## src/rtl/pirq_steer.sv

```systemverilog
module pirq_steer #(
  parameter int NDEV  = 64,
  parameter int NLEG  = 16,
  parameter int SLOTW = 5,
  parameter int PINW  = 3,
  parameter int AW    = 3
) (
  input  logic                   clk,
  input  logic                   rst_n,
  input  logic [NDEV-1:0]        dev_req,
  input  logic [NDEV*SLOTW-1:0]  dev_slot,
  input  logic [NDEV*PINW-1:0]   dev_pin,
  input  logic                   reg_wr,
  input  logic [AW-1:0]          reg_addr,
  input  logic [7:0]             reg_data,
  output logic [NLEG-1:0]        leg_irq,
  output logic [NLEG-1:0]        trig_level
);
  localparam int NLINE = 4;
  localparam int TRIGB = (NLEG + 7) / 8;
  localparam logic [7:0] ROUTE_OFF = 8'h80;

  logic [1:0]                lane [NDEV];
  logic [NDEV-1:0]           live;
  logic [NLINE-1:0]          shared;
  logic [NLINE-1:0][7:0]     route_q;
  logic [TRIGB-1:0][7:0]     trig_q;
  logic [NLEG-1:0]           leg_d;

  for (genvar d = 0; d < NDEV; d++) begin : g_dev
    assign lane[d] = dev_pin[d*PINW +: 2] - 2'd1 + dev_slot[d*SLOTW +: 2];
    assign live[d] = dev_req[d] && (dev_pin[d*PINW +: PINW] != '0);
  end

  always_comb begin
    shared = '0;
    for (int d = 0; d < NDEV; d++)
      if (live[d]) shared[lane[d]] = 1'b1;
  end

  for (genvar i = 0; i < NLEG; i++) begin : g_leg
    logic [NLINE-1:0] hit;
    for (genvar k = 0; k < NLINE; k++) begin : g_line
      assign hit[k] = shared[k] && (route_q[k] == 8'(i));
    end
    assign leg_d[i]      = |hit;
    assign trig_level[i] = trig_q[i/8][i%8];
  end

  always_ff @(posedge clk) begin
    if (!rst_n) leg_irq <= '0;
    else        leg_irq <= leg_d;
  end

  always_ff @(posedge clk) begin
    if (!rst_n) begin
      for (int k = 0; k < NLINE; k++) route_q[k] <= ROUTE_OFF;
      trig_q <= '0;
    end else if (reg_wr) begin
      for (int k = 0; k < NLINE; k++)
        if (reg_addr == AW'(k)) route_q[k] <= reg_data;
      for (int t = 0; t < TRIGB; t++)
        if (reg_addr == AW'(NLINE + t)) trig_q[t] <= reg_data;
    end
  end

  logic all_off;
  always_comb begin
    all_off = 1'b1;
    for (int k = 0; k < NLINE; k++)
      if (route_q[k] < 8'(NLEG)) all_off = 1'b0;
  end

  AST_ROUTES_OFF_QUIET: assert property (@(posedge clk) disable iff (!rst_n)
    all_off |=> (leg_irq == '0));
  AST_IDLE_QUIET: assert property (@(posedge clk) disable iff (!rst_n)
    (shared == '0) |=> (leg_irq == '0));
  AST_ROUTE_HOLD: assert property (@(posedge clk) disable iff (!rst_n)
    !reg_wr |=> $stable(route_q));
  AST_TRIG_HOLD: assert property (@(posedge clk) disable iff (!rst_n)
    !reg_wr |=> $stable(trig_q));
  AST_FANIN_BOUND: assert property (@(posedge clk) disable iff (!rst_n)
    $countones(leg_irq) <= NLINE);
endmodule

```

## config.mk

```make
export PLATFORM = sky130hd
export DESIGN_NAME = pirq_steer
export DESIGN_NICKNAME = d
export VERILOG_FILES = /design/src/rtl/pirq_steer.sv
export SDC_FILE = /design/constraint.sdc
export NUM_CORES = 1
export LEC_CHECK = 0
export BUFFER_PORTS_ARGS = -buffer_cell sky130_fd_sc_hd__clkbuf_2
export CORE_AREA = 2 2 239 241
export DETAILED_ROUTE_END_ITERATION = 12
export DIE_AREA = 0 0 241 243
export GPL_ROUTABILITY_DRIVEN = 0
export GPL_TIMING_DRIVEN = 0
export PLACE_DENSITY = 0.39
export SETUP_SLACK_MARGIN = 0.15
export SLEW_MARGIN = 10
export SYNTH_ARGS = -nofsm -noshare
export SYNTH_HDL_FRONTEND = slang
export SYNTH_SLANG_ARGS = --single-unit
```

## constraint.sdc

```tcl
create_clock -name clk -period 3.21 [get_ports clk]
set_clock_uncertainty 0.1 [all_clocks]
set_input_delay 0.321 -clock clk [delete_from_list [all_inputs] [get_ports clk]]
set_output_delay 0.321 -clock clk [all_outputs]
set_load 0.01 [all_outputs]
```

Word-level counts from Yosys, hierarchy flattened:

Cells that the tools add are included.

* input bits: 590
* word-level logic and storage cells: 866
* bits in registers: 64

* add/subtract/negate cells: 128
* equality and inequality tests: 65
* order comparisons: 128
* reduce and logical (&&, ||, !) cells: 283
* mux-type cells: 192
* bitwise logic cells: 63

Operators with widths (number)
* $eq A8 B4 Y1 const B: 32
* $mux W4: 64
* $or A4 B4 Y4: 63
* $logic_and A1 B1 Y1: 192
* $lt A2 B3 Y1 const B: 64
* $reduce_bool A3 Y1: 64
* $add A2 B2 Y2: 64
* $demux W1 S2: 64
* $eq A8 B3 Y1 const B: 16
* $ge A2 B1 Y1 const B: 64
* $sub A2 B1 Y2 const B: 64
* $eq A8 B2 Y1 const B: 8
* $mux W1: 64
* $reduce_or A4 Y1: 16
* $eq A8 B1 Y1 const B: 4
* $logic_not A8 Y1: 4
* $reduce_and A2 Y1: 6
* $eq A3 B2 Y1 const B: 2
* $eq A3 B3 Y1 const B: 2
* $eq A3 B1 Y1 const B: 1
* $logic_not A3 Y1: 1

Longest topological paths before layout:

Gate-level depths: netlist (run 1).

* word-level depth: 135
* depth in mapped cells: 12
* mapped depth without buffers: 10

Worst setup path before layout (run 1):

OpenSTA, ideal clock, no wires.

* path type: input -> register
* start: in dev_slot[70]
* end: reg leg_irq[4]
* cell stages on the path: 11
* slack: 0.553 ns
* buffers on the path: 1
* required time: 2.972 ns
* setup time: 0.138 ns
* data arrival time: 2.419 ns
* cell sequence: inv_1 > ha_1 > o311ai_0 > and2b_4 > a2111oi_4 > nand4_1 > a2111o_1 > nor4_4 > buf_6 > or3_1 > a41oi_1

* word-level cells in the longest chain between the ends: 107

RTL lines
* start: declaration: line 11 `input logic [NDEV*SLOTW-1:0] dev_slot,`
* $add A2 B2 Y2 *: line 31 `assign lane[d] = dev_pin[d*PINW +: 2] - 2'd1 + dev_slot[d*SLOTW +: 2];`
* $lt A2 B3 Y1 (implied by the code) or $ge A2 B1 Y1 (tied branches): line 38 `if (live[d]) shared[lane[d]] = 1'b1;`
* $logic_and A1 B1 Y1 (implied by the code): line 38
* $mux W1 (implied by the code): line 38
* $demux W1 S2 *: line 38
* $or A4 B4 Y4 (no line) *
* $mux W4 *: line 38
* $or A4 B4 Y4 (no line)
* [... 91 more ...]
* $or A4 B4 Y4 (no line)
* $mux W4 *: line 38
* $or A4 B4 Y4 (no line)
* $mux W4 *: line 38
* $or A4 B4 Y4 (no line)
* $mux W4 *: line 38
* $logic_and A1 B1 Y1: line 44 `assign hit[k] = shared[k] && (route_q[k] == 8'(i));`
* $reduce_or A4 Y1 *: line 46 `assign leg_d[i] = |hit;`
* end signal: assignment: line 52 `else leg_irq <= leg_d;`
* end: declaration: line 16 `output logic [NLEG-1:0] leg_irq,`

Every way passes the cells marked *; elsewhere a longest branch is shown, timed or not.
A chain may end at the register's enable or synchronous reset.

Worst setup path after layout (run 1):

* start: in dev_slot[70]
* end: reg leg_irq[8]

The elaborated chain is that of the path after synthesis.

==> run metrics, run 1 <==
status finished, final reports clean; total routed wire length on the met1 layer 18800 um; synthesized area per cell 7.54 sq um; Lkg Pwr 0.00595 uW; largest area contributor in the synthesized netlist dfxtp_1; dominant register cell in the synthesized netlist dfxtp_1; Cells after Synth 1126; total standard cell area after synthesis 8490 sq um; power density relative to cell area 282 nW/um^2; number of nets with antenna violations after detailed routing 0; fraction of the yosys area taken by sequential cells 15.1%; net count reported at finish 2232; top layer used by detailed routing met4; register area 1280 sq um; initial drt markers 483; Inst Count DP 2313; Slowest Stage Delay on Critical Path 510 ps; WS Path Type input port to flop; die area 58600 sq um; number of clock buffers inserted by TritonCTS 9; Filler cells 6414; startpoint of the lowest-slack hold path rst_n; multi-input gate area in the final layout 6940 sq um; Worst Hold Path EP route_q[7]; final worst-path cycle share 94.8%; final cell count without fillers 2343; critical-path cell with the highest stage delay a2111o_1; data arrival time of the critical path 3120 ps; crit start category input port; overall power consumption 3530 uW; Routed met3 length 3000 um; flop and latch count out of synthesis 64; setup repair after global routing missed its margin yes; number of maximum-capacitance constraint violations 0; total half-perimeter wirelength after legalization and detailed placement 44300 um; Most common cell on crit path buf_6; I/O pins 622; share of the synthesized area in the top cell type 15.1%; kind of end point of the critical path flop; fraction of final layout cells sized beyond drive strength 1 34.9%; global-route wire length before repair 67600 um; Die Y 243 um; Final TNS setup 0 ps; Unique masters post-synth 60; insertion delay of the later-clocked pin in the worst-skew pair 340 ps; count of final hold-check violations 0; number of clock sinks 64; syn_nets 1780; cell depth of the worst flop-to-flop path 4; number of design rule violations left after detail routing 0; routed wl met2 26400 um; ranking of synthesized cells by instance count inv_1, nand2_1, nor2_1, dfxtp_1, ha_1; detail-routed via count per cell 4.42; Max clock buf depth 2; DRT Wirelength 49200 um; count of cells along the worst hold path 2; most common cell in the netlist inv_1; all-layer global routing usage 16.0%; number of warnings printed during yosys synthesis 0; final-report setup violation count 0; maximum clock frequency 329 MHz; largest fanout of any net on the critical path 6; antenna violations before repair 14; area growth from synthesis to layout 47.1%; leading cell types by total area after synthesis dfxtp_1, xor3_1, ha_1, inv_1, o31ai_1; number of port buffers 429; pin count of the biggest net entering global routing 13; measured slew at the worst slew-check pin 1170 ps; Die W 241 um; fraction of registers with async set/reset 0%; starting density of the core 15.2%; core region area 56000 sq um; Max-slew headroom 21.5%; Fin Hold WS 136 ps; shortest period the worst path allows 3040 ps; number of standard-cell rows in the floorplan 87; final-report max-slew violation count 0; EDFF count, synth 0; GR Overflow Total 0; Min-Delay Path Class input port to flop; total iterations of the first detailed-routing run 5; cells traversed along the worst timing path buf_8 -> inv_6 -> ha_4 -> xor3_2 -> and2b_4 -> a2111oi_4 -> nand4_1 -> a2111o_1 -> nor4_4 -> buf_6 -> buf_6 -> nand3b_1 -> a41oi_2; required time worst endpoint 3290 ps; startpoint of the most critical register-to-register path route_q[23]; flop-to-flop setup slack 780 ps; clock tree from TritonCTS built; Clk Tree Root Cell clkbuf_16; VDD IR-drop max 187 uV; H-tree Lvls 3; number of buffers added to fix hold violations after cts 0; number of global-route vias before repair 10219; reg2reg end leg_irq[0]; Buffers & Inverters on Critical Path 4; total number of vias 10365; routed wire length per instance 21.0 um; clock-pin slew reported for the worst setup and hold paths after clock tree synthesis 60 ps; CP delay by family, top compound AO/OA/AOI/OAI gates
[cells in the final DEF, fill, tap and decap left out, drive strengths merged, types with 4 or more instances in the layout]
cell       n
and2      11
mux2i     11
or2        4
o311ai    28
o31ai     63
nor4      22
a21oi     51
xor2       8
nor2b     22
inv      172
or4        9
a2111oi    8
or3b       7
nand3     42
or3       16
and3      10
o22ai      9
a41oi     14
clkbuf   451
xnor2     23
nor2      94
a22oi     30
xor3      43
diode      4
o21ba      6
o32ai     17
nand4     31
nor3      62
dfxtp     64
nand2b    14
ha        64
nand2    117
buf       17
[registers in the layout (all words and copies together), names as in the netlist]
name and cells:
trig_level 16, route_q 32, leg_irq 16
[timing repair]
action	in CTS	in global routing
endpoints found under the setup margin	16	16
gates resized for setup	48	53
pin swaps	9	17
gates cloned	0	1
setup buffers	4	6
[kinds of logic (layout without fill, tap and decap cells)]
family	after synthesis	in the layout	synth area share (%)
adder cells (fa/ha/maj)	64	64	9.43
AO/OA/AOI/OAI	250	250	22.0
buffers and inverters	189	646	8.44
XOR/XNOR	76	76	15.8
other	0	4	0
AND/OR/NAND/NOR	470	470	27.7
flip-flops	64	64	15.1
multiplexers	13	13	1.56
[stage by stage]
step	cell area [sq um]	util, %	worst slack [ps]
2_1_floorplan	8490	-	553
6_report	12500	22.3	167
4_1_cts	12200	21.8	117
3_3_place_gp	11600	20.7	-1230
5_1_grt	12500	22.3	101
3_5_place_dp	11600	20.7	-1300
[power by group]
group | leakage [uW] | switching [uW] | internal [uW] | total, uW
registers | 0.000518 | 12.6 | 809 | 822
logic | 0.00529 | 955 | 742 | 1700
clock network | 0.000145 | 384 | 625 | 1010
[how the worst max path moves through the flow]
stage | from | to | slack [ps] | cells after the start
after detailed placement | dev_slot[295] | leg_irq[5] | -1300 | 12
after CTS | dev_pin[13] | leg_irq[5] | 120 | 11
after floorplan | dev_slot[70] | leg_irq[4] | 550 | 11
after global placement | dev_pin[96] | leg_irq[13] | -1230 | 10
final | dev_slot[70] | leg_irq[8] | 170 | 13
after global routing | dev_pin[102] | leg_irq[8] | 100 | 11
[routing by layer]
layer	track usage, %	vias to the layer above
li1	-	5055
met1	17.5	4904
met2	31.6	357
met3	2.58	49
met4	3.29	0
met5	0	-
[worst register-to-register path: stages (launching register included)]
cell and delay [ps]:
dfxtp_1 320, or4_1 640, or3_1 410, or4_2 560, a41oi_1 280
[final cells by class]
cell class | instances | share of cell area, %
Multi-Input combinational cell | 873 | 55.6
Sequential cell | 64 | 10.3
Clock inverter | 6 | 0.541
Inverter | 172 | 5.23
Buffer | 16 | 0.581
Antenna cell | 4 | 0.0802
Timing Repair Buffer | 442 | 18.3
Clock buffer | 10 | 1.91
Tap cell | 756 | 7.57
No activity file was read; power rests on OpenSTA's default activity.
==> inputs of run 2 (changes only) <==
--- a/config.mk
+++ b/config.mk
@@ -7,2 +7,3 @@
 export LEC_CHECK = 0
+export ABC_CLOCK_PERIOD_IN_PS = 3210
 export BUFFER_PORTS_ARGS = -buffer_cell sky130_fd_sc_hd__clkbuf_2
==> constraint.sdc (replaced) <==
create_clock -name clk -period 3.21 [get_ports clk]
set_clock_uncertainty 0.1 [all_clocks]
set_input_delay 0.963 -clock clk [delete_from_list [all_inputs] [get_ports clk]]
set_output_delay 0.963 -clock clk [all_outputs]
set_load 0.01 [all_outputs]
==> run metrics, run 2 (same netlist as run 1, synthesis figures left out) <==
top register by number of flip-flops route_q (unchanged); count of final hold-check violations 0 (unchanged); total number of vias 10440 (was 10365); number of standard-cell rows in the floorplan 87 (unchanged); VDD IR-drop max 303 uV (was 187 uV); clock tree from TritonCTS built (unchanged); flop-to-flop setup slack 880 ps (was 780 ps); Die Y 243 um (unchanged); register area 1280 sq um (unchanged); detail-routed via count per cell 4.41 (was 4.42); number of global-route vias before repair 10526 (was 10219); number of nets with antenna violations after detailed routing 0 (unchanged); number of port buffers 429 (unchanged); commonest non-fill, non-tap cell in the layout clkbuf_2 (unchanged); initial drt markers 540 (was 483); fraction of final layout cells sized beyond drive strength 1 43.2% (was 34.9%); starting density of the core 15.2% (unchanged); insertion delay of the later-clocked pin in the worst-skew pair 330 ps (was 340 ps); Lkg Pwr 0.00628 uW (was 0.00595 uW); status complete, but fails checks (was finished, final reports clean); power density relative to cell area 274 nW/um^2 (was 282 nW/um^2); all-layer global routing usage 16.3% (was 16.0%); final cell count without fillers 2369 (was 2343); startpoint of the most critical register-to-register path route_q[23] (unchanged); Clk Tree Root Cell clkbuf_16 (unchanged); total iterations of the first detailed-routing run 5 (unchanged); antenna violations before repair 22 (was 14); area growth from synthesis to layout 60.0% (was 47.1%); routed wire length per instance 21.0 um (about the same); WS Path Type input port to flop (unchanged); number of clock sinks 64 (unchanged); number of design rule violations left after detail routing 0 (unchanged); Final TNS setup -2120 ps (was 0 ps); data arrival time of the critical path 3450 ps (was 3120 ps); setup repair after global routing missed its margin yes (unchanged); kind of end point of the critical path flop (unchanged); commonest cells after routing, fill and taps aside clkbuf_2, inv_1, nand2_1 (unchanged); reg2reg end leg_irq[0] (unchanged); measured slew at the worst slew-check pin 1110 ps (was 1170 ps); Die W 241 um (unchanged); final worst-path cycle share 106% (was 94.8%); largest fanout of any net on the critical path 7 (was 6); Max clock buf depth 2 (unchanged); Fin Hold WS 354 ps (was 136 ps); pin count of the biggest net entering global routing 11 (was 13); Inst Count DP 2313 (unchanged); total routed wire length on the met1 layer 20600 um (was 18800 um); Filler cells 6348 (was 6414); top layer used by detailed routing met5 (was met4); global-route wire length before repair 68500 um (was 67600 um); Placement Setup Slack -1740 ps (was -1300 ps); final-report max-slew violation count 0 (unchanged); Min-Delay Path Class flop to flop (was input port to flop); die area 58600 sq um (unchanged); GR Overflow Total 0 (unchanged); required time worst endpoint 3270 ps (was 3290 ps); overall power consumption 3730 uW (was 3530 uW); crit start category input port (unchanged); core region area 56000 sq um (unchanged); net count reported at finish 2256 (was 2232); total half-perimeter wirelength after legalization and detailed placement 44500 um (was 44300 um); H-tree Lvls 3 (unchanged); final worst setup slack -178 ps (was 167 ps); multi-input gate area in the final layout 7740 sq um (was 6940 sq um); Max-slew headroom 25.6% (was 21.5%); Routed met3 length 2270 um (was 3000 um); number of flip-flops in the largest register 32 (unchanged); routed wl met2 26300 um (was 26400 um); number of clock buffers inserted by TritonCTS 9 (unchanged); final-report setup violation count 16 (was 0); startpoint of the lowest-slack hold path trig_level[13] (was rst_n); DRT Wirelength 49800 um (was 49200 um); I/O pins 622 (unchanged); clock-pin slew reported for the worst setup and hold paths after clock tree synthesis 50 ps (was 60 ps); cell depth of the worst flop-to-flop path 4 (unchanged); failing checks setup timing; Worst Hold Path EP trig_level[13] (was route_q[7]); count of cells along the worst hold path 2 (unchanged); shortest period the worst path allows 3390 ps (was 3040 ps); maximum clock frequency 295 MHz (was 329 MHz); number of maximum-capacitance constraint violations 0 (unchanged)
==> run 2: changes by cell type in the layout (fill, tap and decap cells not counted), sizes merged <==
cell and delta:
buf +30, inv -1, clkbuf -4, clkinvlp -1
diode +3, clkinv -1
==> run 2: final cells by class <==
cell class	instances	share of cell area (%)
well taps	756	6.96
repair buffers	465	18.6
diodes	7	0.129
plain buffers	17	0.829
clock buffers	12	1.81
clock inverters	3	0.313
multi-input cells	873	57.0
flip-flops and latches	64	9.43
inverters	172	4.97
==> run 2: worst max path at each step <==
stage,from,end,slack (ps),depth (start not counted)
3_3_place_gp,dev_pin[187],leg_irq[6],-1820,10
2_1_floorplan,dev_slot[205],leg_irq[0],60,10
4_1_cts,dev_slot[70],leg_irq[5],-250,13
5_1_grt,dev_slot[70],leg_irq[3],-260,13
6_report,dev_pin[177],leg_irq[3],-180,13
3_5_place_dp,dev_pin[144],leg_irq[9],-1740,10
==> run 2: critical path, stage by stage <==
cell	delay [ps]
clkbuf_2	100
inv_1	40
ha_1	200
xor2_2	160
xnor2_2	310
o2111ai_1	190
a2111oi_1	330
nand4_1	280
nor4_4	290
buf_6	180
buf_6	120
or4_1	140
a41oi_2	120
==> run 2: where the power goes <==
part           internal [uW]  total (uW)  switching, uW
clock                    616         947            331
sequential               810         823           12.6
combinational            884        1960           1070
==> run 2: per-layer routing <==
metal / track usage (%) / up-vias
met5: 0 / -
met4: 2.40 / 6
met3: 2.07 / 51
met2: 31.4 / 337
met1: 19.1 / 4953
li1: - / 5093
==> run 2: metrics by stage <==
| stage | util, % | instance area, sq um |
|---|---|---|
| 6_report | 24.3 | 13600 |
| 5_1_grt | 24.3 | 13600 |
| 4_1_cts | 23.2 | 13000 |
| 3_5_place_dp | 21.0 | 11800 |
| 3_3_place_gp | 21.0 | 11700 |
| 2_1_floorplan | - | 8660 |
==> run 2: repair_timing <==
action,in CTS,in global routing
pin swaps,30,29
gates resized for setup,149,113
setup endpoints to repair,16,16
hold buffers,0,0
buffers inserted,23,9
gates cloned,2,1
==> inputs of run 3 (changes only) <==
RECOVER_POWER = 25   (was default)
==> run metrics, run 3 (same netlist as run 1, synthesis figures left out) <==
status complete, but fails checks (unchanged); failing checks setup timing (unchanged); logic depth of the worst path, buffers included 13 (unchanged); termination of the worst setup path leg_irq[3] (unchanged); detail-routed via count per cell 4.41 (about the same); clock tree from TritonCTS built (unchanged); Max clock buf depth 2 (unchanged); Filler cells 6360 (was 6348); final-report max-slew violation count 0 (unchanged); placed standard-cell area 11800 sq um (unchanged); Max-slew headroom 25.6% (about the same); net count reported at finish 2256 (unchanged); commonest cells after routing, fill and taps aside clkbuf_2, inv_1, nand2_1 (unchanged); critical-path cell with the highest stage delay a2111oi_1 (unchanged); Slowest Stage Delay on Critical Path 330 ps (about the same); clock-pin slew reported for the worst setup and hold paths after clock tree synthesis 50 ps (about the same); H-tree Lvls 3 (unchanged); required time worst endpoint 3270 ps (about the same); cell depth of the worst flop-to-flop path 4 (unchanged); measured slew at the worst slew-check pin 1110 ps (about the same); count of final hold-check violations 0 (unchanged); Inst Count DP 2313 (unchanged); largest fanout of any net on the critical path 7 (unchanged); number of clock sinks 64 (unchanged); total iterations of the first detailed-routing run 5 (unchanged); total half-perimeter wirelength after legalization and detailed placement 44500 um (unchanged); number of port buffers 429 (unchanged); Buffers & Inverters on Critical Path 4 (unchanged); Clk Tree Root Cell clkbuf_16 (unchanged); pin count of the biggest net entering global routing 11 (unchanged); die area 58600 sq um (unchanged); multi-input gate area in the final layout 7740 sq um (unchanged); cells traversed along the worst timing path clkbuf_2 -> inv_1 -> ha_1 -> xor2_2 -> xnor2_2 -> o2111ai_1 -> a2111oi_1 -> nand4_1 -> nor4_4 -> buf_6 -> buf_6 -> or4_1 -> a41oi_2 (unchanged); Die W 241 um (unchanged); routed wire length per instance 21.0 um (about the same); number of nets with antenna violations after detailed routing 0 (unchanged); number of flip-flops in the largest register 32 (unchanged); shortest period the worst path allows 3390 ps (about the same); WS Path Type input port to flop (unchanged); number of clock buffers inserted by TritonCTS 9 (unchanged); startpoint of the most critical register-to-register path route_q[23] (unchanged); final cell count without fillers 2370 (was 2369); maximum clock frequency 295 MHz (about the same); overall power consumption 3730 uW (about the same); data arrival time of the critical path 3450 ps (about the same); CP delay by family, top simple AND/OR/NAND/NOR gates (unchanged); Most common cell on crit path buf_6 (unchanged); initial drt markers 540 (unchanged); core region area 56000 sq um (unchanged); fraction of final layout cells sized beyond drive strength 1 42.0% (was 43.2%); startpoint of the lowest-slack hold path trig_level[13] (unchanged); commonest non-fill, non-tap cell in the layout clkbuf_2 (unchanged); number of global-route vias before repair 10526 (unchanged); final worst-path cycle share 106% (about the same); top register by number of flip-flops route_q (unchanged); VDD IR-drop max 303 uV (about the same); number of standard-cell rows in the floorplan 87 (unchanged); insertion delay of the later-clocked pin in the worst-skew pair 330 ps (about the same); power density relative to cell area 275 nW/um^2 (was 274 nW/um^2); number of design rule violations left after detail routing 0 (unchanged); number of maximum-capacitance constraint violations 0 (unchanged); crit start category input port (unchanged); design area 13600 sq um (about the same); total number of vias 10440 (unchanged); final-report setup violation count 16 (unchanged); number of buffers added to fix hold violations after cts 0 (unchanged); utilization after layout 24.2% (was 24.3%); area growth from synthesis to layout 59.7% (was 60.0%); GR Overflow Total 0 (unchanged); all-layer global routing usage 16.3% (unchanged); starting density of the core 15.2% (unchanged); Critical Path Start dev_pin[177] (unchanged); Lkg Pwr 0.00621 uW (was 0.00628 uW); reg2reg end leg_irq[0] (unchanged); setup repair after global routing missed its margin yes (unchanged); final worst setup slack -181 ps (was -178 ps); antenna violations before repair 22 (unchanged); kind of end point of the critical path flop (unchanged); flop-to-flop setup slack 880 ps (about the same); DRT Wirelength 49800 um (about the same); Die Y 243 um (unchanged); I/O pins 622 (unchanged); register area 1280 sq um (unchanged); global-route wire length before repair 68500 um (unchanged); Min-Delay Path Class flop to flop (unchanged)
run 3: changes by cell type in the layout (fill, tap and decap cells not counted):
cell,delta
clkbuf_1,+20
clkbuf_2,-20
diode_2,+1
run 3: layout make-up:
| class | count | area share (%) |
|---|---|---|
| multi-input combinational | 873 | 57.1 |
| timing repair buffer | 465 | 18.4 |
| sequential | 64 | 9.45 |
| tap | 756 | 6.97 |
| inverter | 172 | 4.98 |
| clock buffer | 12 | 1.82 |
| buffer | 17 | 0.830 |
| clock inverter | 3 | 0.314 |
| antenna | 8 | 0.148 |
run 3: what timing repair did:
| item | 4_1_cts | 5_1_grt |
|---|---|---|
| gates resized for setup | 149 | 113 |
| cloned | 2 | 1 |
| setup buffers | 23 | 9 |
| pin swaps | 30 | 29 |
| endpoints found under the setup margin | 16 | 16 |
run 3: layer usage:
layer  GRT usage (%)  vias to the layer above  part of all wire [%]
met5               0                        -                 0.080
met4            2.40                        6                   1.1
met3            2.07                       49                   4.4
met2            31.4                      330                    53
met1            19.1                     4963                    42
li1                -                     5092                     -
run 3: worst register-to-register path: stages, from the launching register on:
cell,delay [ps]
dfxtp_1,320
or4_1,640
or3_1,410
or4_2,590
a41oi_2,180
run 3: worst min-delay path by stage:
| stage | end | slack, ps | cells after the start |
|---|---|---|---|
| detailed placement | trig_level[13] | 350 | 2 |
| finish | trig_level[13] | 350 | 2 |
| floorplan | route_q[30] | 340 | 2 |
| CTS | route_q[12] | 360 | 2 |
| global route | trig_level[13] | 380 | 2 |
| global placement | route_q[12] | 350 | 2 |
run 3: power breakdown:
part           internal (uW)  switching, uW  total, uW
registers                810           12.6        823
clock network            616            330        946
logic                    884           1080       1960
run 3: through the flow:
step                worst slack (ps)  hold slack, ps  setup TNS (ps)
floorplan                       64.7             336               0
global placement               -1820             346          -28200
detailed placement             -1740             350          -25600
CTS                             -252             357           -3140
global route                    -255             377           -3260
finish                          -181             353           -2180
